<file path="config.mk">
export PLATFORM = sky130hd
export DESIGN_NAME = i2cw_slave
export DESIGN_NICKNAME = d
export VERILOG_FILES = /design/src/rtl/i2cw_pkg.sv /design/src/rtl/i2cw_sync.sv /design/src/rtl/i2cw_regbank.sv /design/src/rtl/i2cw_slave.sv
export SDC_FILE = /design/constraint.sdc
export NUM_CORES = 1
export LEC_CHECK = 0
export BUFFER_PORTS_ARGS = -buffer_cell sky130_fd_sc_hd__buf_2
export CORE_UTILIZATION = 59
export CTS_CLUSTER_SIZE = 16
export DETAILED_ROUTE_END_ITERATION = 8
export GPL_TIMING_DRIVEN = 0
export HOLD_SLACK_MARGIN = 0.02
export MAX_ROUTING_LAYER = met4
export PLACE_DENSITY = 0.84
export SKIP_LAST_GASP = 1
export SYNTH_ARGS = -nofsm -noshare
export SYNTH_HDL_FRONTEND = slang
export SYNTH_SLANG_ARGS = --single-unit
</file>
<file path="constraint.sdc">
create_clock -name clk -period 3.7 [get_ports clk]
set_input_delay 0.185 -clock clk [delete_from_list [all_inputs] [get_ports clk]]
set_output_delay 0.185 -clock clk [all_outputs]
set_load 0.02 [all_outputs]
</file>
<file path="src/rtl/i2cw_pkg.sv">
package i2cw_pkg;
  localparam int REG_W      = 8;
  localparam int N_REGS     = 12;
  localparam int FIRST_ADDR = 1;
  localparam int NARROW_IDX = 6;   // address 7
  localparam int NARROW_W   = 4;

  typedef enum logic [1:0] {S_IDLE, S_RX, S_ACK} bus_state_t;
  typedef enum logic [1:0] {P_DEV, P_REG, P_DAT} byte_phase_t;

  function automatic logic [7:0] reg_default(input int idx);
    case (idx)
      0, 2, 3, 4:    reg_default = 8'd180;
      5, 9, 10, 11:  reg_default = 8'h80;
      default:       reg_default = 8'h00;
    endcase
  endfunction
endpackage

</file>
<file path="src/rtl/i2cw_sync.sv">
module i2cw_sync #(
  parameter int STAGES = 2
) (
  input  logic clk,
  input  logic rst,
  input  logic scl_i,
  input  logic sda_i,
  output logic sda_s,
  output logic scl_rise,
  output logic scl_fall,
  output logic start_det,
  output logic stop_det
);
  logic [STAGES-1:0] scl_sh, sda_sh;
  logic scl_q, sda_q, scl_s;

  always_ff @(posedge clk) begin
    if (rst) begin
      scl_sh <= '1;
      sda_sh <= '1;
      scl_q  <= 1'b1;
      sda_q  <= 1'b1;
    end else begin
      scl_sh <= {scl_sh[STAGES-2:0], scl_i};
      sda_sh <= {sda_sh[STAGES-2:0], sda_i};
      scl_q  <= scl_s;
      sda_q  <= sda_s;
    end
  end

  assign scl_s     = scl_sh[STAGES-1];
  assign sda_s     = sda_sh[STAGES-1];
  assign scl_rise  = scl_s & ~scl_q;
  assign scl_fall  = ~scl_s & scl_q;
  assign start_det = scl_s & scl_q & sda_q & ~sda_s;
  assign stop_det  = scl_s & scl_q & ~sda_q & sda_s;
endmodule

</file>
<file path="src/rtl/i2cw_regbank.sv">
module i2cw_regbank
  import i2cw_pkg::*;
#(
  parameter int N   = 12,
  parameter int W   = 8,
  parameter int NIX = 6,
  parameter int NW  = 4,
  localparam int IDXW = $clog2(N)
) (
  input  logic            clk,
  input  logic            rst,
  input  logic            wr_en,
  input  logic [IDXW-1:0] wr_idx,
  input  logic [W-1:0]    wr_data,
  output logic [N*W-1:0]  regs_o
);
  localparam logic [W-1:0] NMASK = W'((1 << NW) - 1);

  for (genvar g = 0; g < N; g++) begin : g_reg
    logic [W-1:0] keep;
    if (g == NIX) begin : g_narrow
      always_ff @(posedge clk) begin
        if (rst)                                  keep <= W'(reg_default(g)) & NMASK;
        else if (wr_en && wr_idx == IDXW'(g))      keep <= wr_data & NMASK;
      end
    end else begin : g_full
      always_ff @(posedge clk) begin
        if (rst)                                  keep <= W'(reg_default(g));
        else if (wr_en && wr_idx == IDXW'(g))      keep <= wr_data;
      end
    end
    assign regs_o[g*W +: W] = keep;
  end
endmodule

</file>
<file path="src/rtl/i2cw_slave.sv">
module i2cw_slave
  import i2cw_pkg::*;
#(
  parameter logic [6:0] DEV_ADDR7   = 7'h6E,
  parameter int         SYNC_STAGES = 2,
  parameter int         NREG        = N_REGS,
  parameter int         BASE_ADDR   = FIRST_ADDR
) (
  input  logic               clk,
  input  logic               rst,
  input  logic               scl_i,
  input  logic               sda_i,
  output logic               sda_oe,
  output logic [NREG*8-1:0]  regs_o
);
  localparam int IDXW = $clog2(NREG);

  logic sda_s, scl_rise, scl_fall, start_det, stop_det;
  bus_state_t  state;
  byte_phase_t phase;
  logic [7:0]  shreg, reg_ptr, wr_data;
  logic [3:0]  bitcnt;
  logic        wr_en;
  logic [IDXW-1:0] wr_idx;
  logic        in_range;

  i2cw_sync #(.STAGES(SYNC_STAGES)) u_sync (
    .clk(clk), .rst(rst), .scl_i(scl_i), .sda_i(sda_i), .sda_s(sda_s),
    .scl_rise(scl_rise), .scl_fall(scl_fall),
    .start_det(start_det), .stop_det(stop_det)
  );

  assign in_range = ({1'b0, reg_ptr} >= 9'(BASE_ADDR)) &&
                    ({1'b0, reg_ptr} <  9'(BASE_ADDR + NREG));

  always_ff @(posedge clk) begin
    if (rst) begin
      state   <= S_IDLE;
      phase   <= P_DEV;
      shreg   <= '0;
      bitcnt  <= '0;
      reg_ptr <= '0;
      sda_oe  <= 1'b0;
      wr_en   <= 1'b0;
      wr_idx  <= '0;
      wr_data <= '0;
    end else begin
      wr_en <= 1'b0;
      if (start_det) begin
        state  <= S_RX;
        phase  <= P_DEV;
        bitcnt <= '0;
        sda_oe <= 1'b0;
      end else if (stop_det) begin
        state  <= S_IDLE;
        sda_oe <= 1'b0;
      end else begin
        case (state)
          S_RX: begin
            if (scl_rise && bitcnt < 4'd8) begin
              shreg  <= {shreg[6:0], sda_s};
              bitcnt <= bitcnt + 4'd1;
            end else if (scl_fall && bitcnt == 4'd8) begin
              case (phase)
                P_DEV: begin
                  if (shreg == {DEV_ADDR7, 1'b0}) begin
                    sda_oe <= 1'b1;
                    state  <= S_ACK;
                    phase  <= P_REG;
                  end else begin
                    state <= S_IDLE;
                  end
                end
                P_REG: begin
                  reg_ptr <= shreg;
                  sda_oe  <= 1'b1;
                  state   <= S_ACK;
                  phase   <= P_DAT;
                end
                default: begin
                  if (in_range) begin
                    wr_en   <= 1'b1;
                    wr_idx  <= IDXW'(reg_ptr - 8'(BASE_ADDR));
                    wr_data <= shreg;
                  end
                  sda_oe <= 1'b1;
                  state  <= S_ACK;
                  phase  <= P_REG;
                end
              endcase
            end
          end
          S_ACK: begin
            if (scl_fall) begin
              sda_oe <= 1'b0;
              state  <= S_RX;
              bitcnt <= '0;
            end
          end
          default: ;
        endcase
      end
    end
  end

  i2cw_regbank #(.N(NREG), .W(8), .NIX(NARROW_IDX), .NW(NARROW_W)) u_bank (
    .clk(clk), .rst(rst), .wr_en(wr_en), .wr_idx(wr_idx),
    .wr_data(wr_data), .regs_o(regs_o)
  );
endmodule

</file>
==> Word level (Yosys, flattened, before mapping) <==
Cells that the tools add are included.
{ "op_classes": {"n_bitwise": 17, "n_lt_le_gt_ge": 3, "eq_ne": 25, "n_reduce_logical": 31, "add_sub_neg": 2, "n_mux": 20} }
{ "ops": {"columns": ["op", "n"], "rows": [
  ["equality test 4 bit, second input constant", 5],
  ["equality test 4 x 3 -> 1 bit, second input constant", 4],
  ["AND reduction 4 bit", 4],
  ["logical AND 1 bit", 15],
  ["two-way mux 2 bit", 6],
  ["!= test 4 bit, second input constant", 3],
  ["!= test 2 bit, second input constant", 5],
  ["inverter 1 bit", 10],
  ["AND reduction 5 bit", 2],
  ["equality test 4 x 2 -> 1 bit, second input constant", 2],
  ["equality test 8 bit, second input constant", 1],
  ["greater-or-equal comparator 8 x 1 -> 1 bit, second input constant", 1],
  ["< comparator 8 x 4 -> 1 bit, second input constant", 1],
  ["two-way mux 1 bit", 8],
  ["two-way mux 4 bit", 2],
  ["one-hot mux 2 bit (2 select lines)", 2],
  ["one-hot mux 4 bit (2 select lines)", 1],
  ["OR reduction 8 bit", 1],
  ["AND 1 bit", 7],
  ["AND reduction 7 bit", 1],
  ["AND reduction 6 bit", 1],
  ["adder 4 x 1 -> 4 bit, second input constant", 1],
  ["equality test 2 x 1 -> 1 bit, second input constant", 2],
  ["equality test 4 x 1 -> 1 bit, second input constant", 1],
  ["11 further kinds", 12]
]} }
{ "word_totals": {"wordCells": 124, "out_inout_bits": 97, "input_bits": 4, "regBits": 136} }

==> Longest topological paths before layout <==
Gate-level depths: netlist of run 1.
{ "logic_depth": {"word_depth": 8, "mapped_depth": 7, "ltp_nobuf": 6} }

==> Hierarchy <==
A second synthesis of run 1 with hierarchy kept.
{ "unflattened": {"cells_unflattened": 553, "area_unflattened_um2": 5642.9} }
{ "modules_own_cells": {"columns": ["mod", "instances", "seq_area_each_um2", "cells_each", "area_each_um2"], "rows": [
  ["i2cw_regbank", 1, 1841.8, 337, 3686.0],
  ["i2cw_slave", 1, 760.7, 200, 1766.7],
  ["i2cw_sync", 1, 120.1, 16, 190.2]
]} }

==> Worst setup path after synthesis of run 1 <==
Ideal clock, no wire load.
{ "synth_path": {"kind": "reg-to-reg", "from": "register reg_ptr[0]", "to": "register wr_idx[2]", "arrival_ns": 1.541, "path_buffers": 1, "path_stages_with_launch": 8, "t_required_ns": 3.566, "path_slack_ns": 2.026, "setup_ns": 0.134, "synth_period_minus_slack_ns": 1.674, "cell_sequence": "dfxtp_1 -> inv_1 -> ha_1 -> or4b_1 -> o21a_1 -> buf_2 -> a31oi_1 -> a211oi_1"} }
{ "synth_via": {"elab_chain_len": 3, "word_cells_on_any_way": 5, "cone_classes": "add/sub: 1; order compare: 2; reduce/logical: 2"} }
{ "synth_lines": {"columns": ["item", "line_no", "text"], "rows": [
  ["from (decl)", "i2cw_slave.sv:21", "logic [7:0] shreg, reg_ptr, wr_data;"],
  ["from (signal assigned)", "i2cw_slave.sv:75", "reg_ptr <= shreg;"],
  ["greater-or-equal comparator 8 x 1 -> 1 bit or < comparator 8 x 4 -> 1 bit (tied branches)", "i2cw_slave.sv:33, i2cw_slave.sv:34", null],
  ["logical AND 1 bit", "i2cw_slave.sv:33", "assign in_range = ({1'b0, reg_ptr} >= 9'(BASE_ADDR)) &&"],
  ["AND reduction 7 bit (no line)", null, null],
  ["to (signal assigned)", "i2cw_slave.sv:83", "wr_idx <= IDXW'(reg_ptr - 8'(BASE_ADDR));"],
  ["to (decl)", "i2cw_slave.sv:24", "logic [IDXW-1:0] wr_idx;"]
]} }
Parallel ways exist; a longest one is shown, timed or not.
A chain may end at the register's enable or synchronous reset.

==> Final worst setup path of run 1 <==
{ "layout_path": {"from": "register state[0]", "to": "register wr_data[4]"} }
{ "layout_via": {"elab_chain_len": 2} }
{ "layout_lines": {"columns": ["item", "line_no", "text"], "rows": [
  ["from (decl)", "i2cw_slave.sv:19", "bus_state_t state;"],
  ["from (signal assigned)", "i2cw_slave.sv:38", "state <= S_IDLE;"],
  ["from (signal assigned)", "i2cw_slave.sv:50", "state <= S_RX;"],
  ["from (signal assigned)", "i2cw_slave.sv:55", "state <= S_IDLE;"],
  ["equality test 2 x 1 -> 1 bit", "i2cw_slave.sv:58", "case (state)"],
  ["AND reduction 7 bit (no line)", null, null],
  ["to (signal assigned)", "i2cw_slave.sv:84", "wr_data <= shreg;"],
  ["to (decl)", "i2cw_slave.sv:21", null]
]} }
Every way passes these cells.

==> summary.txt, run 1 <==
Logic synthesis
  • Post-synthesis sequential area ratio: between 50% and 60%
  • Largest family of logic cells by synthesized area: simple AND/OR/NAND/NOR gates
  • Post-Synth Simple-Gate Area: 18.8%
  • Synth Warn #: 0
  • Synth area leader: dfxtp_1
  • Synth Area in XOR/XNOR: less than 1%
  • Yosys reg bits: ~140
  • Post-synthesis instance area: 5410 µm²
  • Synth Instances: between 500 and 600
  • Synth async-reset ratio: 0%
  • Post-synth top flop: dfxtp_1
  • Number of enable flip-flop cells after synthesis: 0
  • Synth Area in Adders: around 1.4%
  • Top post-synthesis cells by area: dfxtp_1 50%, mux2i_1 17%, nor2_1 5.8%, nand2_1 3.0%, a21oi_1 2.1%
  • Yosys cell types: 52
  • Share of the synthesized area in the top cell type: between 50% and 60%
  • Mux share of post-synthesis cell area: ~17%
  • Compound-Gate Fraction of Synth Area: under 10%
  • Avg Inst Size Synth: roughly 9.7 µm²

Worst setup path
  • Family with the most delay on the worst path: compound AO/OA/AOI/OAI gates
  • CP startpoint: state[0]
  • Arr. time, crit path: between 2 and 2.5 ns
  • Max stage delay on crit path: between 0.3 and 0.4 ns
  • Required time worst endpoint: 4.08 ns
  • Critical-path top delay cell: dfxtp_1
  • Critical path buffers and inverters: 1
  • Setup CP Type: reg2reg
  • Crit path max fanout: 10
  • Crit path cell chain: ha_1, and3b_2, nand2b_1, clkbuf_1, o31ai_1, a21oi_1
  • CP Launch Type: flop
  • Worst r2r src: state[0]
  • Setup crit end kind: flop

Routing
  • DRT Pass-1 Iters: 7
  • Drc violations: 24
  • Post-route ant nets: 0
  • Iteration-0 DRC Markers: slightly above 300
  • Avg WL per Cell: around 18 µm
  • Vias: between 4000 and 5000
  • Vias per Instance: between 5 and 6
  • WL final: 14.1 mm

STA
  • Final period demand of the worst path: 1.96 ns
  • Setup ws final: about 1.7 ns
  • Worst-margin pin slew: 0.745 ns
  • Final Cycle Share: 53.1%
  • Max-slew violation count: 0
  • Worst Clk Skew: roughly 0.009 ns
  • Post-route setup TNS: 0 ns
  • Worst hold slack: a little under 0.4 ns
  • Fin. Hold Viols: 0
  • Rel. slew slack: between 50 and 60%
  • Setup repair after global routing missed its margin: no
  • Final number of setup-violating endpoints: 0
  • Achievable Freq: 509 MHz

Floorplanning
  • Die Span X: slightly below 100 µm
  • Initial Utilization: between 60% and 70%
  • Std-Cell Rows: 34
  • Ports: roughly 100
  • DIE AREA: 9560 µm²
  • Die Y: 97.8 µm
  • CORE AREA: roughly 9000 µm²

Power
  • Reg power frac: a little under half
  • Combinational share of power: around 3%
  • VDD IR-drop max: between 300 and 400 µV
  • Switching Power: about 0.72 mW
  • Pwr dens: about 480 nW/µm²
  • Clk pwr share: just over 50%
  • P_int: 2.49 mW
  • Sw frac: between 20% and 30%
  • P_leak: around 2.9 nW

Worst hold path
  • Hold_sp: sda_i
  • Hold Path Class: in2reg

Clocking
  • Clk buf depth: 2
  • Hold buffers post-CTS: 2
  • # resized after CTS: 0
  • CTS Buf Count: 17
  • CTS tree: built
  • Post-CTS Setup Bufs: 0
  • H-tree Lvls: 4
  • Root buffer cell: clkbuf_8
  • Clock sinks: ~140
  • Worst-skew pair later-pin latency: about 0.52 ns
  • Clk slew on worst S/H paths: about 0.06 ns

Global route
  • Grt total ovfl: 0
  • Vias in the first global route: about 4400
  • Antenna violations before repair: 0
  • First-pass GRT wire length: about 22 mm
  • Tot GR Track Use: 30.3%
  • Largest net degree at the start of global routing: 17

Placed design
  • IO Port Bufs: 95
  • RD Place Congestion: ~0.86
  • Pre-CTS setup slack: between 1.5 and 2 ns
  • Hpwl dp: ~9.0 mm

Flow run
  • Max cap viols: 0

Cells and area
  • N_diodes: 0
  • Share of layout cells above drive strength 1: 24.2%
  • Most frequent cells in the layout: 136 x dfxtp_1, 108 x buf_2, 92 x mux2i_1, 84 x nor2_1, 43 x nand2_1
  • Area growth from synthesis to layout: 22.5%
  • Most common cell after layout, fill and taps aside: dfxtp_1
  • Nets: between 600 and 700

Run status
  • Status: complete, but fails checks
  • Failing checks: design-rule violations
-- cells in the mapped netlist (2+ instances only) --
| library cell | n |
|---|---|
| a211oi_1 | 5 |
| a21oi_1 | 23 |
| a31oi_1 | 6 |
| a32o_2 | 2 |
| and2_1 | 2 |
| and4b_1 | 2 |
| buf_2 | 13 |
| buf_4 | 5 |
| clkbuf_1 | 27 |
| dfxtp_1 | 136 |
| ha_1 | 6 |
| inv_1 | 10 |
| mux2i_1 | 92 |
| nand2_1 | 43 |
| nand2b_1 | 4 |
| nand3_1 | 19 |
| nand3b_1 | 6 |
| nand4_1 | 9 |
| nor2_1 | 84 |
| nor2_4 | 4 |
| nor3_1 | 2 |
| nor3_2 | 2 |
| nor3b_1 | 2 |
| nor4_1 | 2 |
| o211ai_1 | 3 |
| o21a_1 | 2 |
| o21ai_0 | 3 |
| o21ai_1 | 2 |
| o31ai_1 | 9 |
| or2_2 | 6 |
| or3_1 | 4 |
| xnor2_1 | 3 |
-- worst register-to-register path, cell delays in order (launching register included) --
cell and delay (ns):
dfxtp_1 0.39, ha_1 0.35, and3b_2 0.24, nand2b_1 0.12, clkbuf_1 0.26, o31ai_1 0.34
a21oi_1 0.12
-- power by group through the flow --
stage | Sequential (mW) | Combinational [mW] | Clock [mW]
floorplan | 1.51 | 0.0744 | 0
global placement | 1.51 | 0.0891 | 0
detailed placement | 1.51 | 0.0931 | 0
CTS | 1.48 | 0.0956 | 1.64
global route | 1.48 | 0.104 | 1.70
finish | 1.48 | 0.0965 | 1.63
-- sequential cells by signal, indices dropped and copies added, names as in the netlist --
signal and cells:
u_sync.sda_sh 2, u_sync.sda_q 1, phase 2, reg_ptr 8
wr_data 8, u_sync.scl_sh 2, state 2, wr_en 1
bitcnt 4, u_bank.g.keep 92, wr_idx 4, u_sync.scl_q 1
shreg 8, sda_oe 1
-- final timing paths --
kind                           end  slack [ns]  cells past startpoint
setup reg to reg        wr_data[4]        1.74                      6
setup / recovery        wr_data[4]        1.74                      6
hold reg to reg   u_sync.scl_sh[1]        0.42                      1
hold / removal    u_sync.sda_sh[0]        0.40                      3
-- metrics by stage --
step	util, %	area (µm²)	std cells	power [mW]
final	75.3	6630	798	3.21
after floorplan	-	5430	561	1.58
after global routing	75.3	6630	798	3.29
after global placement	68.5	6040	764	1.60
after CTS	75.3	6630	798	3.21
after detailed placement	68.5	6040	764	1.61
-- area by class of cell --
type                            count  area (µm²)
Clock buffer                       19         432
Multi-Input combinational cell    369        2460
Sequential cell                   136        2720
Clock inverter                     13         145
Buffer                             45         204
Tap cell                          108         135
Inverter                           11        41.3
Fill cell                         594        2170
Timing Repair Buffer               97         495
-- layer usage --
metal | track usage (%) | share of wire, %
met1 | 33.2 | 40
met2 | 51.3 | 50
met3 | 7.66 | 5.9
met4 | 15.2 | 3.5
met5 | - | 0
-- cell families (layout without fill, tap and decap cells) --
family                   Yosys count  count (layout)
XOR/XNOR                           3               3
AO/OA/AOI/OAI                     61              61
multiplexers                      92              92
other                              1               4
AND/OR/NAND/NOR                  203             203
buffers and inverters             56             185
flip-flops                       136             136
adder cells (fa/ha/maj)            6               6
(Power assumes the default switching activity.)
==> inputs of run 2 (changes only) <==
- CORE_UTILIZATION: 59 -> 50
- PLACE_DENSITY: 0.84 -> 0.76
- clock period: 3.7 -> 1.7 ns (I/O delays scaled with it)
==> summary.txt, run 2 (same netlist as run 1, synthesis figures left out) <==
STA
  • Max-slew violation count: 0 (unchanged)
  • Final period demand of the worst path: 1.80 ns (-0.161 ns)
  • Setup repair after global routing missed its margin: yes
  • Final number of setup-violating endpoints: 10 (+10)
  • Setup ws final: -0.103 ns (-1.84 ns)
  • Final Cycle Share: 106% (+53 points)
  • Rel. slew slack: 46.1% (-4.2 points)
  • Post-route setup TNS: -0.359 ns (-0.359 ns)
  • Worst Clk Skew: 0.00640 ns (-0.00240 ns)
  • Worst hold slack: 0.290 ns (-0.107 ns)
  • Fin. Hold Viols: 0 (unchanged)
  • Worst-margin pin slew: 0.808 ns (+0.0627 ns)
  • Achievable Freq: 555 MHz (+8.9%)

Clocking
  • Clk buf depth: 2 (unchanged)
  • H-tree Lvls: 4 (unchanged)
  • Clk slew on worst S/H paths: 0.06 ns (about the same)
  • CTS Buf Count: 17 (unchanged)
  • CTS tree: built
  • Worst-skew pair later-pin latency: 0.52 ns (about the same)
  • Root buffer cell: clkbuf_8
  • Clock sinks: 136 (unchanged)

Worst setup path
  • Crit path max fanout: 6 (-4)
  • Required time worst endpoint: 2.14 ns (-1.94 ns)
  • CP Launch Type: flop
  • Critical path buffers and inverters: 4 (+3)
  • Crit path cell chain: inv_2, ha_4, nand3b_1, buf_6, nor3_4, buf_6, clkbuf_2, nand4_1, a21oi_2
  • Critical-path top delay cell: dfxtp_2
  • Max stage delay on crit path: 0.33 ns (-0.06 ns)
  • Family with the most delay on the worst path: buffers and inverters
  • Arr. time, crit path: 2.24 ns (-0.10 ns)
  • Setup crit end kind: flop
  • Setup CP Type: reg2reg
  • CP most frequent cell: buf_6

Power
  • P_leak: 3.06 nW (+6.4%)
  • Clk pwr share: 52.2% (+1.3 points)
  • Sw frac: 21.0% (-1.5 points)
  • Combinational share of power: 3.4% (+0.4 points)
  • Pwr dens: 1010 nW/µm² (+110%)
  • Switching Power: 1.53 mW (+110%)
  • Reg power frac: 44.4% (-1.7 points)
  • VDD IR-drop max: 588 µV (+80%)
  • P_int: 5.75 mW (+130%)
  • Total power: 7.28 mW (+130%)

Routing
  • Vias per Instance: 5.49 (-6.0%)
  • Vias: 4635 (-0.52%)
  • Avg WL per Cell: 16.9 µm (-3.9%)
  • Iteration-0 DRC Markers: 341 (+12%)
  • DRT Pass-1 Iters: 5 (-2)
  • WL final: 14.3 mm (+1.8%)
  • Drc violations: 0 (-100%)
  • Post-route ant nets: 0 (unchanged)

Placed design
  • RD Place Congestion: 0.880 (+1.9%)
  • Pre-CTS setup slack: -0.226 ns (-2.03 ns)
  • Hpwl dp: 8.82 mm (-2.2%)
  • IO Port Bufs: 95 (unchanged)
  • Cell Area, Placed: 6070 µm² (+0.58%)

Cells and area
  • Most common cell after layout, fill and taps aside: dfxtp_1
  • Max FFs per register: 92 (unchanged)
  • Nets: 707 (+2.9%)
  • Finished Cell Area: 7170 µm² (+8.1%)
  • Share of layout cells above drive strength 1: 32.7% (+8.5 points)
  • Area growth from synthesis to layout: 32.5%
  • N_diodes: 0 (unchanged)
  • Most frequent cells in the layout: 130 x dfxtp_1, 103 x buf_2, 92 x mux2i_1, 83 x nor2_1, 43 x nand2_1
  • Largest register by flop count: u_bank.g.keep

Floorplanning
  • CORE AREA: 10400 µm² (+18%)
  • DIE AREA: 11200 µm² (+18%)
  • Ports: 101 (unchanged)
  • Initial Utilization: 52.0% (-9.5 points)
  • Die Y: 106 µm (+8.5%)
  • Die Span X: 106 µm (+8.5%)
  • Std-Cell Rows: 37 (+8.8%)

Global route
  • Tot GR Track Use: 24.5% (-5.9 points)
  • Vias in the first global route: 4207 (-4.9%)
  • First-pass GRT wire length: 20.7 mm (-5.5%)
  • Antenna violations before repair: 0 (unchanged)
  • Largest net degree at the start of global routing: 17 (unchanged)
  • Grt total ovfl: 0 (unchanged)

Run status
  • Status: complete, but fails checks
  • Failing checks: negative setup slack

Worst hold path
  • Hold Path Class: in2reg

Flow run
  • Max cap viols: 0 (unchanged)
## run 2: per-stage QoR
stage	utilization, %	instances
after floorplan	-	561
after global placement	58.3	792
after detailed placement	58.3	792
after CTS	66.2	837
after global routing	68.9	845
final	68.9	845
## run 2: worst paths after layout
kind                    start          endpoint  slack [ns]  cells past startpoint
min                     scl_i  u_sync.scl_sh[0]        0.29                      3
min reg2reg  u_sync.sda_sh[0]  u_sync.sda_sh[1]        0.41                      1
max                 bitcnt[0]        wr_data[4]       -0.10                      9
max reg2reg         bitcnt[0]        wr_data[4]       -0.10                      9
## run 2: tightest hold or removal path: cells and delay by family
family,cells,cell delay (ns)
AND/OR/NAND/NOR,1,0.08
buffers and inverters,2,0.62
## run 2: timing repair
action | 4_1_cts | 5_1_grt
hold buffers | 2 | 0
setup buffers | 11 | 7
hold endpoints to repair | 2 | 0
endpoints found under the setup margin | 35 | 51
gates cloned | 2 | 1
resized for setup | 25 | 59
pin swaps | 7 | 15
## run 2: layout make-up
| type | instances | area (µm²) |
|---|---|---|
| timing repair buffer | 118 | 673 |
| sequential | 136 | 2730 |
| buffer | 44 | 236 |
| fill | 720 | 3240 |
| inverter | 11 | 43.8 |
| multi-input combinational | 369 | 2700 |
| tap | 136 | 170 |
| clock buffer | 20 | 445 |
| clock inverter | 11 | 171 |
## run 2: layer usage
layer / wire, µm / global-route usage (%) / vias up
met4: 582 / 9.62 / 0
met5: 0 / - / -
met1: 5830 / 28.0 / 2192
li1: - / - / 2194
met3: 803 / 6.62 / 55
met2: 7090 / 40.7 / 194
## run 2: power by group through the flow
stage	Clock, mW	Combinational, mW	Sequential [mW]
2_1_floorplan	0	0.162	3.28
3_3_place_gp	0	0.195	3.29
3_5_place_dp	0	0.203	3.29
4_1_cts	3.83	0.217	3.22
5_1_grt	3.98	0.267	3.23
6_report	3.80	0.248	3.23
==> inputs of run 3 (changes only) <==
- REMOVE_ABC_BUFFERS: not set -> 1
==> summary.txt, run 3 (same netlist as run 1, synthesis figures left out) <==
Worst hold path
  • Hold_sp: rst
  • Hold Path Class: in2reg

STA
  • Final period demand of the worst path: 1.70 ns (-0.0985 ns)
  • Setup repair after global routing missed its margin: yes
  • Final number of setup-violating endpoints: 2 (-8)
  • Rel. slew slack: 51.1% (+4.9 points)
  • Achievable Freq: 587 MHz (+5.8%)
  • Final Cycle Share: 100% (-5.8 points)
  • Worst-margin pin slew: 0.733 ns (-0.0750 ns)
  • Max-slew violation count: 0 (unchanged)
  • Worst Clk Skew: 0.00939 ns (+0.00298 ns)
  • Setup ws final: -0.00418 ns (+0.0985 ns)
  • Fin. Hold Viols: 7 (+7)
  • Worst hold slack: -0.00537 ns (-0.295 ns)

Routing
  • DRT Pass-1 Iters: 5 (unchanged)
  • Vias: 4499 (-2.9%)
  • Vias per Instance: 5.55 (+1.1%)
  • Drc violations: 0 (unchanged)
  • Avg WL per Cell: 17.1 µm (+1.3%)
  • WL final: 13.9 mm (-2.8%)
  • Iteration-0 DRC Markers: 245 (-28%)
  • Post-route ant nets: 0 (unchanged)

Clocking
  • Clk slew on worst S/H paths: 0.06 ns (about the same)
  • Clock sinks: 136 (unchanged)
  • CTS Buf Count: 17 (unchanged)
  • Clk buf depth: 2 (unchanged)
  • CTS tree: built
  • Root buffer cell: clkbuf_8
  • Hold buffers post-CTS: 2 (unchanged)
  • Worst-skew pair later-pin latency: 0.53 ns (about the same)
  • H-tree Lvls: 4 (unchanged)

Power
  • VDD IR-drop max: 446 µV (-24%)
  • Pwr dens: 987 nW/µm² (-2.8%)
  • P_leak: 2.97 nW (-2.8%)

Worst setup path
  • Setup crit end kind: flop
  • Crit path max fanout: 5 (-1)
  • Required time worst endpoint: 2.15 ns (about the same)
  • Setup CP Type: reg2reg
  • Worst r2r src: reg_ptr[1]
  • CP Launch Type: flop
  • Arr. time, crit path: 2.16 ns (-0.08 ns)
  • CP startpoint: reg_ptr[1]

Global route
  • Antenna violations before repair: 0 (unchanged)
  • Vias in the first global route: 4164 (-1.0%)
  • Grt total ovfl: 0 (unchanged)
  • Tot GR Track Use: 25.2% (+0.70 points)
  • First-pass GRT wire length: 21.3 mm (+2.7%)
  • Largest net degree at the start of global routing: 71 (+54)

Cells and area
  • Sequential standard cell area: 2730 µm² (about the same)
  • N_diodes: 0 (unchanged)
  • Most frequent cells in the layout: 128 x dfxtp_1, 95 x buf_2, 92 x mux2i_1, 83 x nor2_1, 42 x nand2_1
  • Final core occ: 66.5% (-2.4 points)
  • Share of layout cells above drive strength 1: 31.7% (-1.0 points)
  • Max FFs per register: 92 (unchanged)
  • Most common cell after layout, fill and taps aside: dfxtp_1
  • Nets: 673 (-4.8%)
  • Area growth from synthesis to layout: 28.0%
  • Largest register by flop count: u_bank.g.keep
  • Fillers: 806 (+12%)
  • Area of the multi-input gates: 2650 µm² (-2.1%)
  • Fin cells: 811 (-4.0%)

Floorplanning
  • Ports: 101 (unchanged)
  • Die Y: 106 µm (unchanged)
  • DIE AREA: 11200 µm² (unchanged)
  • Initial Utilization: 52.0% (unchanged)
  • Std-Cell Rows: 37 (unchanged)
  • CORE AREA: 10400 µm² (unchanged)
  • Die Span X: 106 µm (unchanged)

Placed design
  • IO Port Bufs: 96 (+1.1%)
  • Hpwl dp: 8.34 mm (-5.4%)
  • Pre-CTS setup slack: -0.885 ns (-0.659 ns)
  • RD Place Congestion: 0.796 (-9.6%)
  • Placed cell count: 750 (-5.3%)

Flow run
  • Max cap viols: 0 (unchanged)

Run status
  • Status: complete, but fails checks
  • Failing checks: negative hold slack, negative setup slack
-- run 3: changes by cell type in the layout (fill, tap and decap cells not counted), sizes merged --
cell and change:
bufinv -3, clkinvlp -2, nand2b +1, clkbuf -27, inv +1, o21a +1, clkinv +4, buf -9
-- run 3: power by group --
group	total (mW)	switching (mW)	internal [mW]
registers	3.23	0.0189	3.21
logic	0.238	0.146	0.0916
clock network	3.37	1.36	2.01
total	6.83	1.53	5.31
-- run 3: through the flow --
| step | hold WS (ns) | cell area [µm²] | setup TNS, ns | total power [mW] |
|---|---|---|---|---|
| 6_report | -0.00537 | 6930 | -0.00677 | 6.83 |
| 5_1_grt | -0.00469 | 6930 | -0.540 | 7.03 |
| 4_1_cts | -0.0236 | 6720 | -0.996 | 6.82 |
| 3_5_place_dp | 0.273 | 5920 | -32.88 | 3.48 |
| 3_3_place_gp | 0.268 | 5870 | -67.85 | 3.46 |
| 2_1_floorplan | 0.154 | 5220 | -16.95 | 3.41 |
-- run 3: routing by layer --
| metal | track usage (%) | wire, µm | up-vias |
|---|---|---|---|
| li1 | - | - | 2129 |
| met1 | 31.2 | 5910 | 2183 |
| met2 | 39.4 | 6930 | 159 |
| met3 | 5.82 | 813 | 28 |
| met4 | 10.8 | 252 | 0 |
| met5 | - | 0 | - |
-- run 3: worst paths after layout --
kind / end / depth (start not counted) / slack (ns)
max: wr_data[1] / 7 / -0.004
min: u_bank.g_reg[1].keep[6] / 2 / -0.005
max reg2reg: wr_data[1] / 7 / -0.004
min reg2reg: u_sync.scl_sh[1] / 1 / 0.41
-- run 3: repair_timing --
action | in CTS | in global routing
gates cloned | 1 | 2
endpoints found under the setup margin | 65 | 80
pin swaps | 7 | 6
hold endpoints to repair | 34 | 19
resized for setup | 22 | 28
buffers inserted | 13 | 12
-- run 3: area by class of cell --
cell class                 instances  area share (%)
clock inverter                    11            1.43
multi-input combinational        371            38.2
tap                              136            2.46
timing repair buffer             126            11.4
inverter                          11           0.632
clock buffer                      20            6.43
sequential                       136            39.4
-- run 3: critical path, stage by stage (launching register included) --
cell,delay (ns)
dfxtp_2,0.36
inv_4,0.06
ha_4,0.15
or4b_4,0.52
o21ai_4,0.13
clkbuf_16,0.19
o31ai_1,0.07
a21oi_1,0.16
